`src/rtl/snd_io_decoder.sv`:
```
module snd_io_decoder #(
  parameter logic [7:0] ROM_MUL = 8'd29,
  parameter logic [7:0] ROM_XOR = 8'h5A
) (
  input  logic        clk,
  input  logic        rst_n,
  input  logic        cpu_rd,
  input  logic        cpu_wr,
  input  logic [15:0] cpu_addr,
  input  logic [7:0]  cpu_wdata,
  output logic [7:0]  cpu_rdata,
  input  logic        dp_flag,
  input  logic [7:0]  ram_rdata,
  output logic        ram_we,
  output logic [6:0]  dsp_addr,
  input  logic [7:0]  dsp_rdata,
  output logic        dsp_we,
  input  logic        host_wr,
  input  logic [1:0]  host_addr,
  input  logic [7:0]  host_wdata,
  output logic [7:0]  host_rdata,
  output logic [23:0] tmr_target,
  output logic [2:0]  tmr_en,
  output logic        tmr_global_en,
  input  logic [23:0] tmr_count,
  output logic [2:0]  tmr_rd_pulse,
  output logic [1:0]  int_speed,
  output logic [1:0]  ext_speed
);
  localparam int NTMR = 3;

  logic [3:0][7:0]      in_q, out_q;
  logic [1:0][7:0]      scr_q;
  logic [NTMR-1:0][7:0] tgt_q;
  logic [7:0]           idx_q;
  logic [2:0]           ten_q;
  logic                 rom_q, wen_q, run_q, halt_q;
  logic [1:0]           is_q, es_q;
  logic [7:0]           io_rd;

  wire       io_sel  = cpu_addr[15:4] == 12'h00F;
  wire       rom_sel = rom_q & (&cpu_addr[15:6]);
  wire [3:0] ra      = cpu_addr[3:0];
  wire       io_wr   = cpu_wr & io_sel;

  function automatic logic [7:0] boot_byte(input logic [5:0] i);
    logic [15:0] p;
    p = {10'd0, i} * {8'd0, ROM_MUL};
    return p[7:0] ^ ROM_XOR;
  endfunction

  always_ff @(posedge clk or negedge rst_n) begin
    if (!rst_n) begin
      in_q <= '0; out_q <= '0; scr_q <= '0; tgt_q <= '0;
      idx_q <= '0; ten_q <= '0; is_q <= '0; es_q <= '0;
      rom_q <= 1'b1; wen_q <= 1'b1; run_q <= 1'b1; halt_q <= 1'b0;
    end else begin
      if (host_wr) in_q[host_addr] <= host_wdata;
      if (io_wr) begin
        case (ra)
          4'h0: if (!dp_flag) begin
            is_q   <= cpu_wdata[7:6];
            es_q   <= cpu_wdata[5:4];
            run_q  <= cpu_wdata[3];
            wen_q  <= cpu_wdata[1];
            halt_q <= cpu_wdata[0];
          end
          4'h1: begin
            if (cpu_wdata[4]) begin in_q[0] <= '0; in_q[1] <= '0; end
            if (cpu_wdata[5]) begin in_q[2] <= '0; in_q[3] <= '0; end
            ten_q <= cpu_wdata[2:0];
            rom_q <= cpu_wdata[7];
          end
          4'h2: idx_q <= cpu_wdata;
          4'h4, 4'h5, 4'h6, 4'h7: out_q[ra[1:0]] <= cpu_wdata;
          4'h8, 4'h9: scr_q[ra[0]] <= cpu_wdata;
          4'hA: tgt_q[0] <= cpu_wdata;
          4'hB: tgt_q[1] <= cpu_wdata;
          4'hC: tgt_q[2] <= cpu_wdata;
          default: ;
        endcase
      end
    end
  end

  always_comb begin
    case (ra)
      4'h2: io_rd = idx_q;
      4'h3: io_rd = dsp_rdata;
      4'h4, 4'h5, 4'h6, 4'h7: io_rd = in_q[ra[1:0]];
      4'h8, 4'h9: io_rd = scr_q[ra[0]];
      4'hD: io_rd = tmr_count[7:0];
      4'hE: io_rd = tmr_count[15:8];
      4'hF: io_rd = tmr_count[23:16];
      default: io_rd = 8'h00;
    endcase
  end

  assign cpu_rdata = rom_sel ? boot_byte(cpu_addr[5:0]) : io_sel ? io_rd : ram_rdata;

  for (genvar k = 0; k < NTMR; k++) begin : g_pulse
    assign tmr_rd_pulse[k] = cpu_rd & io_sel & (ra == 4'(13 + k));
  end

  assign ram_we        = cpu_wr & wen_q;
  assign dsp_we        = io_wr & (ra == 4'h3) & ~idx_q[7];
  assign dsp_addr      = idx_q[6:0];
  assign host_rdata    = out_q[host_addr];
  assign tmr_target    = tgt_q;
  assign tmr_en        = ten_q;
  assign tmr_global_en = run_q & ~halt_q;
  assign int_speed     = is_q;
  assign ext_speed     = es_q;
endmodule

```
`config.mk`:
```
export PLATFORM = sky130hd
export DESIGN_NAME = snd_io_decoder
export DESIGN_NICKNAME = d
export VERILOG_FILES = /design/src/rtl/snd_io_decoder.sv
export SDC_FILE = /design/constraint.sdc
export NUM_CORES = 1
export LEC_CHECK = 0
export ABC_CLOCK_PERIOD_IN_PS = 6050
export CELL_PAD_IN_SITES_DETAIL_PLACEMENT = 1
export CELL_PAD_IN_SITES_GLOBAL_PLACEMENT = 2
export CORE_MARGIN = 10
export CORE_UTILIZATION = 31
export DETAILED_ROUTE_END_ITERATION = 8
export PLACE_DENSITY = 0.8
export REMOVE_ABC_BUFFERS = 1
export SETUP_SLACK_MARGIN = 0.3
export SYNTH_ARGS = -nofsm -noshare
export SYNTH_HDL_FRONTEND = slang
export SYNTH_SLANG_ARGS = --single-unit
```
`constraint.sdc`:
```
create_clock -name clk -period 6.05 [get_ports clk]
set_input_delay 1.815 -clock clk [delete_from_list [all_inputs] [get_ports clk]]
set_output_delay 1.815 -clock clk [all_outputs]
set_load 0.05 [all_outputs]
```
==> impl_metrics.csv, run 1 <==
group,metric,value,unit
status,outcome,"finished with violations",
status,violations,"negative setup slack",
place,numPortBuffers,139,
floorplanning,die_area,26900,um2
critical_path,required,4240,ps
clock_tree,cts_tree,"built",
power,vdd_drop_max,0.148,mV
power,cellPowerDensity,250,nW/um2
floorplanning,rows,52,
min_path,hold_end,"scr_q[13]$_DFFE_PN0P_",
sta,fin_crit,6090,ps
clock_tree,cts_buffer_depth,2,
route,drc,0,
clock_tree,holdBufCountCts,0,
synth,ys_ff_latch,123,
global_routing,grt_pass1_vias,5434,
synth,yosys_warnings,0,
critical_path,slowest_stage,"fa_1",
sta,finalMaxSlewViolations,0,
cells_and_area,fillCellCount,2108,
global_routing,grt_pass1_wl,32900,um
route,routedWlPerCell,22.7,um
floorplanning,initial_core_util,0.316,
power,leakagePower,4.26,nW
critical_path,critical_path_arrival,4270,ps
cells_and_area,regArea,3080,um2
place,hpwlAfterDp,16000,um
place,post_dp_cell_area,8310,um2
critical_path,reg2regPathDepth,1,
synth,synth_area,6440,um2
critical_path,end_kind,"output port",
sta,rsz0062_at_grt,"yes",
route,drtIter0Drc,304,
route,drt_wl_total,21500,um
route,vias_per_cell,5.03,
clock_tree,htree_levels,4,
sta,fin_skew,0,ps
floorplanning,die_y,164,um
clock_tree,cts-root-buf,"clkbuf_16",
synth,yosys.cell_types.count,42,
synth,synth_edf_count,0,
place,gp_congestion,0.846,
cells_and_area,drive_gt1_frac,0.359,
sta,finalHoldViolations,0,
cells_and_area,nets,768,
synth,synthCells,513,
cells_and_area,design_area,9140,um2
sta,relSlewSlack,0.264,
critical_path,worst_setup_path_start_kind,"input port",
cells_and_area,multiInputGateArea,3290,um2
critical_path,worstPathCellList,"buf_8 -> inv_4 -> fa_1 -> inv_2 -> ha_4 -> fa_1 -> ha_4 -> a21o_1 -> a21oi_2 -> xnor2_2 -> a22oi_2 -> buf_12",
critical_path,reg2reg_slack,5210,ps
synth,async_flop_share,1.00,
critical_path,cp_max_fo,2,
cells_and_area,areaGrowthSynthToFinish,41.8,%
route,drt_first_pass_iters,5,
route,postRouteAntennaNets,0,
synth,ys.flop_type,"dfrtp_1",
synth,avgSynthCellArea,12.6,um2
cells_and_area,antennaDiodeCount,0,
route,num_vias,4764,
clock_tree,clkTransAtPathRegs,50,ps
critical_path,slowest_delay,540,ps
critical_path,worstReg2RegEnd,"idx_q[1]$_DFFE_PN0P_",
clock_tree,cts_inserted_buffers,17,
floorplanning,die_w,164,um
cells_and_area,final_cell_mix,"dfrtp_1 (120), clkdlybuf4s50_1 (113), mux2_2 (91)",
min_path,min_path_type,"register to register",
sta,max_freq,0.164,GHz
global_routing,grt_use_total,0.159,
cells_and_area,final_common_cell,"dfrtp_1",
critical_path,criticalPathCategory,"input port to output port",
critical_path,worst-path-buf-inv,4,
global_routing,grt_max_degree,87,
clock_tree,cts_num_sinks,123,
sta,tightest_slew,1100,ps
global_routing,grt_overflow,0,
floorplanning,core,20400,um2
critical_path,critPathTopFamily,"adder cells",
global_routing,antenna_found_initial,0,
run,cap_violations,0,
min_path,hold_depth,1,
floorplanning,io_pins,140,
sta,fin_hold_ws,504,ps
min_path,min_from,"scr_q[13]$_DFFE_PN0P_",
clock_tree,clock_latency,410,ps
sta,setup_viol,1,
synth,ys_seq_area_frac,0.478,
sta,fin_crit_sh,1.01,
critical_path,worstReg2RegStart,"idx_q[1]$_DFFE_PN0P_",
sta,finalWorstSetupSlack,-38.8,ps
power,power,2.28,mW
[cell families (layout without fill, tap and decap cells)]
logic type	count (synthesis)	in the layout	share of synthesized area
AOI/OAI and AO/OA	63	63	0.0703
muxes	147	147	0.277
adders and majority gates	24	24	0.0524
xor gates and xnor gates	8	8	0.0109
buffers and inverters	55	219	0.0381
and+or+nand+nor	93	93	0.0728
DFF	123	123	0.478
[repair_timing]
action / 4_1_cts / 5_1_grt
buffers inserted: 2 / 2
endpoints found under the setup margin: 9 / 8
gates resized for setup: 43 / 14
pin swaps: 14 / 12
[power by group]
group          internal (mW)  switching (mW)
sequential             0.864          0.0219
combinational          0.200           0.189
clock                  0.631           0.374
total                   1.70           0.586
[worst max-delay path by stage]
stage,start,end,slack (ps),cells after the start
after detailed placement,cpu_addr[1],cpu_rdata[7],-680,12
after floorplan,cpu_addr[1],cpu_rdata[7],-420,10
after global routing,cpu_addr[2],cpu_rdata[7],-130,12
after CTS,cpu_addr[1],cpu_rdata[7],-50,12
final,cpu_addr[2],cpu_rdata[7],-40,12
after global placement,cpu_addr[1],cpu_rdata[7],-650,12
[stage by stage]
step / cells / setup TNS, ps / util / setup WS, ps
global route: 947 / -160 / 0.449 / -133
detailed placement: 911 / -3310 / 0.408 / -677
finish: 947 / -38.8 / 0.449 / -38.8
global placement: 911 / -3060 / 0.408 / -646
floorplan: 471 / -825 / - / -424
CTS: 945 / -87.4 / 0.444 / -51.6
[flip-flops by register name (all words and copies together), names as in the netlist]
signal,cells
ext_speed,2
halt_q,1
idx_q,8
in_q,32
int_speed,2
out_q,32
rom_q,1
run_q,1
scr_q,16
tmr_en,3
tmr_target,24
wen_q,1
[synth_stat cells (2+ instances only)]
library cell / n / area, um2
xor2_1: 2 / 17.5
buf_1: 3 / 11.3
mux2i_1: 40 / 400
a21o_1: 2 / 15.0
nand2_2: 4 / 25.0
xnor2_1: 6 / 52.6
nand4_1: 2 / 12.5
and3_1: 4 / 25.0
a22oi_1: 12 / 90.1
a31o_2: 9 / 78.8
dfrtp_1: 120 / 3000
fa_1: 5 / 100
mux2_2: 91 / 1020
ha_1: 19 / 238
mux4_2: 16 / 360
nand3b_1: 4 / 30.0
nor2_1: 45 / 169
dfstp_2: 3 / 78.8
a21oi_1: 20 / 100
nand3_1: 3 / 15.0
a22o_1: 16 / 140
inv_1: 13 / 48.8
buf_2: 8 / 40.0
clkbuf_1: 22 / 82.6
clkbuf_2: 2 / 10.0
buf_4: 7 / 52.6
a32oi_1: 2 / 17.5
nand2_1: 15 / 56.3
nor4_1: 2 / 12.5
and2_1: 4 / 25.0
[layer usage]
metal	global-route usage	vias up	routed length, um
li1	-	2151	-
met1	0.196	2446	9180
met4	0.0520	0	337
met5	0	-	0
met3	0.0403	21	1320
met2	0.267	146	10600
[layout make-up]
type                            count  area share
Timing Repair Buffer              174       0.194
Clock inverter                     12      0.0151
Clock buffer                       20      0.0500
Multi-Input combinational cell    335       0.360
Inverter                           13     0.00589
Tap cell                          270      0.0370
Sequential cell                   123       0.337
No activity file was read; power rests on OpenSTA's default activity.
==> run 2: changes to the inputs <==
--- a/config.mk
+++ b/config.mk
@@ -11,9 +11,11 @@
 export CORE_MARGIN = 10
 export CORE_UTILIZATION = 31
 export DETAILED_ROUTE_END_ITERATION = 8
+export GPL_TIMING_DRIVEN = 1
 export PLACE_DENSITY = 0.8
 export REMOVE_ABC_BUFFERS = 1
 export SETUP_SLACK_MARGIN = 0.3
+export SKIP_CTS_REPAIR_TIMING = 1
 export SYNTH_ARGS = -nofsm -noshare
 export SYNTH_HDL_FRONTEND = slang
 export SYNTH_SLANG_ARGS = --single-unit
==> run 2 against run 1 <==
Against the previous run: the run still ends with negative setup slack left; via count up 0.31%; clock skew unchanged; first-iteration DRC count down 3.9%; hold slack worse by 2.2 ps; critical endpoint unchanged.
==> impl_metrics.csv, run 2 (same netlist as run 1, synthesis figures left out) <==
group,metric,value,unit
clock_tree,htree_levels,4,
route,drt_wl_total,21400,um
critical_path,worst_setup_path_start_kind,"input port",
critical_path,slowest_delay,550,ps
sta,rsz0062_at_grt,"yes",
min_path,min_from,"scr_q[13]$_DFFE_PN0P_",
floorplanning,core,20400,um2
power,power_switching_share,0.256,
critical_path,cp_max_fo,2,
cells_and_area,nets,770,
global_routing,grt_use_total,0.157,
power,p_int,1.68,mW
sta,finalMaxSlewViolations,0,
sta,fin_crit,6120,ps
critical_path,end_kind,"output port",
sta,fin_crit_sh,1.01,
global_routing,grt_overflow,0,
sta,max_freq,0.163,GHz
cells_and_area,fillCellCount,2114,
cells_and_area,final_util,0.446,
cells_and_area,finalNonFillerCells,949,
floorplanning,die_w,164,um
min_path,min_path_type,"register to register",
sta,relSlewSlack,0.264,
critical_path,cp-startpoint,"cpu_addr[3]",
route,routedWlPerCell,22.6,um
cells_and_area,drive_gt1_frac,0.351,
floorplanning,die_area,26900,um2
critical_path,required,4240,ps
global_routing,grt_pass1_wl,32400,um
clock_tree,cts_buffer_depth,2,
critical_path,crit_path_frequent_cell,"fa_1",
place,hpwlAfterDp,16000,um
global_routing,grt_pass1_vias,5394,
power,vdd_drop_max,0.148,mV
critical_path,reg2regPathDepth,1,
power,comb_power_share,0.160,
sta,finalHoldViolations,0,
place,gp_congestion,0.846,
floorplanning,die_y,164,um
sta,setup_viol,2,
cells_and_area,final_common_cell,"dfrtp_1",
floorplanning,io_pins,140,
cells_and_area,final_cell_mix,"dfrtp_1 (120), clkdlybuf4s50_1 (112), mux2_2 (91)",
route,vias_per_cell,5.04,
clock_tree,clock_latency,410,ps
status,outcome,"finished with violations",
status,violations,"negative setup slack",
global_routing,antenna_found_initial,0,
sta,finalWorstSetupSlack,-74.6,ps
route,postRouteAntennaNets,0,
global_routing,grt_max_degree,87,
cells_and_area,antennaDiodeCount,0,
clock_tree,cts_inserted_buffers,17,
floorplanning,initial_core_util,0.316,
place,placed_cells,911,
critical_path,critical_path_arrival,4310,ps
run,cap_violations,0,
min_path,hold_depth,1,
route,drtIter0Drc,292,
floorplanning,rows,52,
critical_path,criticalPathCategory,"input port to output port",
sta,tightest_slew,1100,ps
power,leakagePower,4.26,nW
power,power_frac_clock,0.447,
critical_path,worstReg2RegStart,"idx_q[1]$_DFFE_PN0P_",
clock_tree,cts-root-buf,"clkbuf_16",
power,seqPwrFrac,0.393,
route,drc,0,
clock_tree,cts_tree,"built",
critical_path,reg2reg_slack,5220,ps
route,drt_first_pass_iters,4,
critical_path,worstPathCellList,"buf_8 -> inv_4 -> fa_1 -> inv_2 -> ha_4 -> fa_1 -> ha_1 -> a21o_1 -> a21oi_2 -> xnor2_1 -> a22oi_2 -> buf_12",
sta,fin_skew,0,ps
route,num_vias,4779,
critical_path,worstReg2RegEnd,"idx_q[1]$_DFFE_PN0P_",
clock_tree,clkTransAtPathRegs,50,ps
power,power,2.25,mW
power,p_switching,0.576,mW
critical_path,slowest_stage,"fa_1",
cells_and_area,areaGrowthSynthToFinish,41.0,%
clock_tree,cts_num_sinks,123,
place,numPortBuffers,139,
min_path,hold_end,"scr_q[13]$_DFFE_PN0P_",
power,cellPowerDensity,248,nW/um2
run 2: layout make-up:
type,instances,area [um2],share of cell area
inverter,13,51.3,0.00565
multi-input combinational,335,3220,0.355
timing repair buffer,176,1790,0.197
tap,270,338,0.0372
clock inverter,12,138,0.0152
sequential,123,3080,0.339
clock buffer,20,457,0.0503
run 2: layer usage:
layer	vias up	track usage	routed length, um
met5	-	0	0
met3	17	0.0403	1330
met4	0	0.0491	299
met1	2469	0.191	9170
met2	137	0.265	10600
li1	2156	-	-
run 2: how the worst max path moves through the flow:
stage	endpoint	slack [ps]
4_1_cts	cpu_rdata[7]	-680
2_1_floorplan	cpu_rdata[7]	-420
3_5_place_dp	cpu_rdata[7]	-680
3_3_place_gp	cpu_rdata[7]	-650
5_1_grt	cpu_rdata[7]	-220
6_report	cpu_rdata[7]	-70
run 2: worst max-delay path: cells and delay by family:
family                   cells  cell delay, ps
buffers and inverters        4             330
XOR/XNOR                     1              90
adder cells (fa/ha/maj)      4            1560
AO/OA/AOI/OAI                3             510
run 2: stage by stage:
stage                     area [um2]  hold WS [ps]  TNS (ps)  setup slack, ps
after floorplan                 6250           474      -825             -424
after global placement          8310           483     -3060             -646
after detailed placement        8310           493     -3310             -677
after CTS                       8900           506     -3300             -676
after global routing            9080           513      -351             -218
final                           9080           502     -90.0            -74.6
run 2: power groups by stage:
stage | Combinational, mW | Clock (mW) | Sequential [mW]
floorplan | 0.157 | 0 | 0.892
global placement | 0.320 | 0 | 0.897
detailed placement | 0.330 | 0 | 0.901
CTS | 0.333 | 1.03 | 0.886
global route | 0.395 | 1.07 | 0.892
finish | 0.361 | 1.01 | 0.886
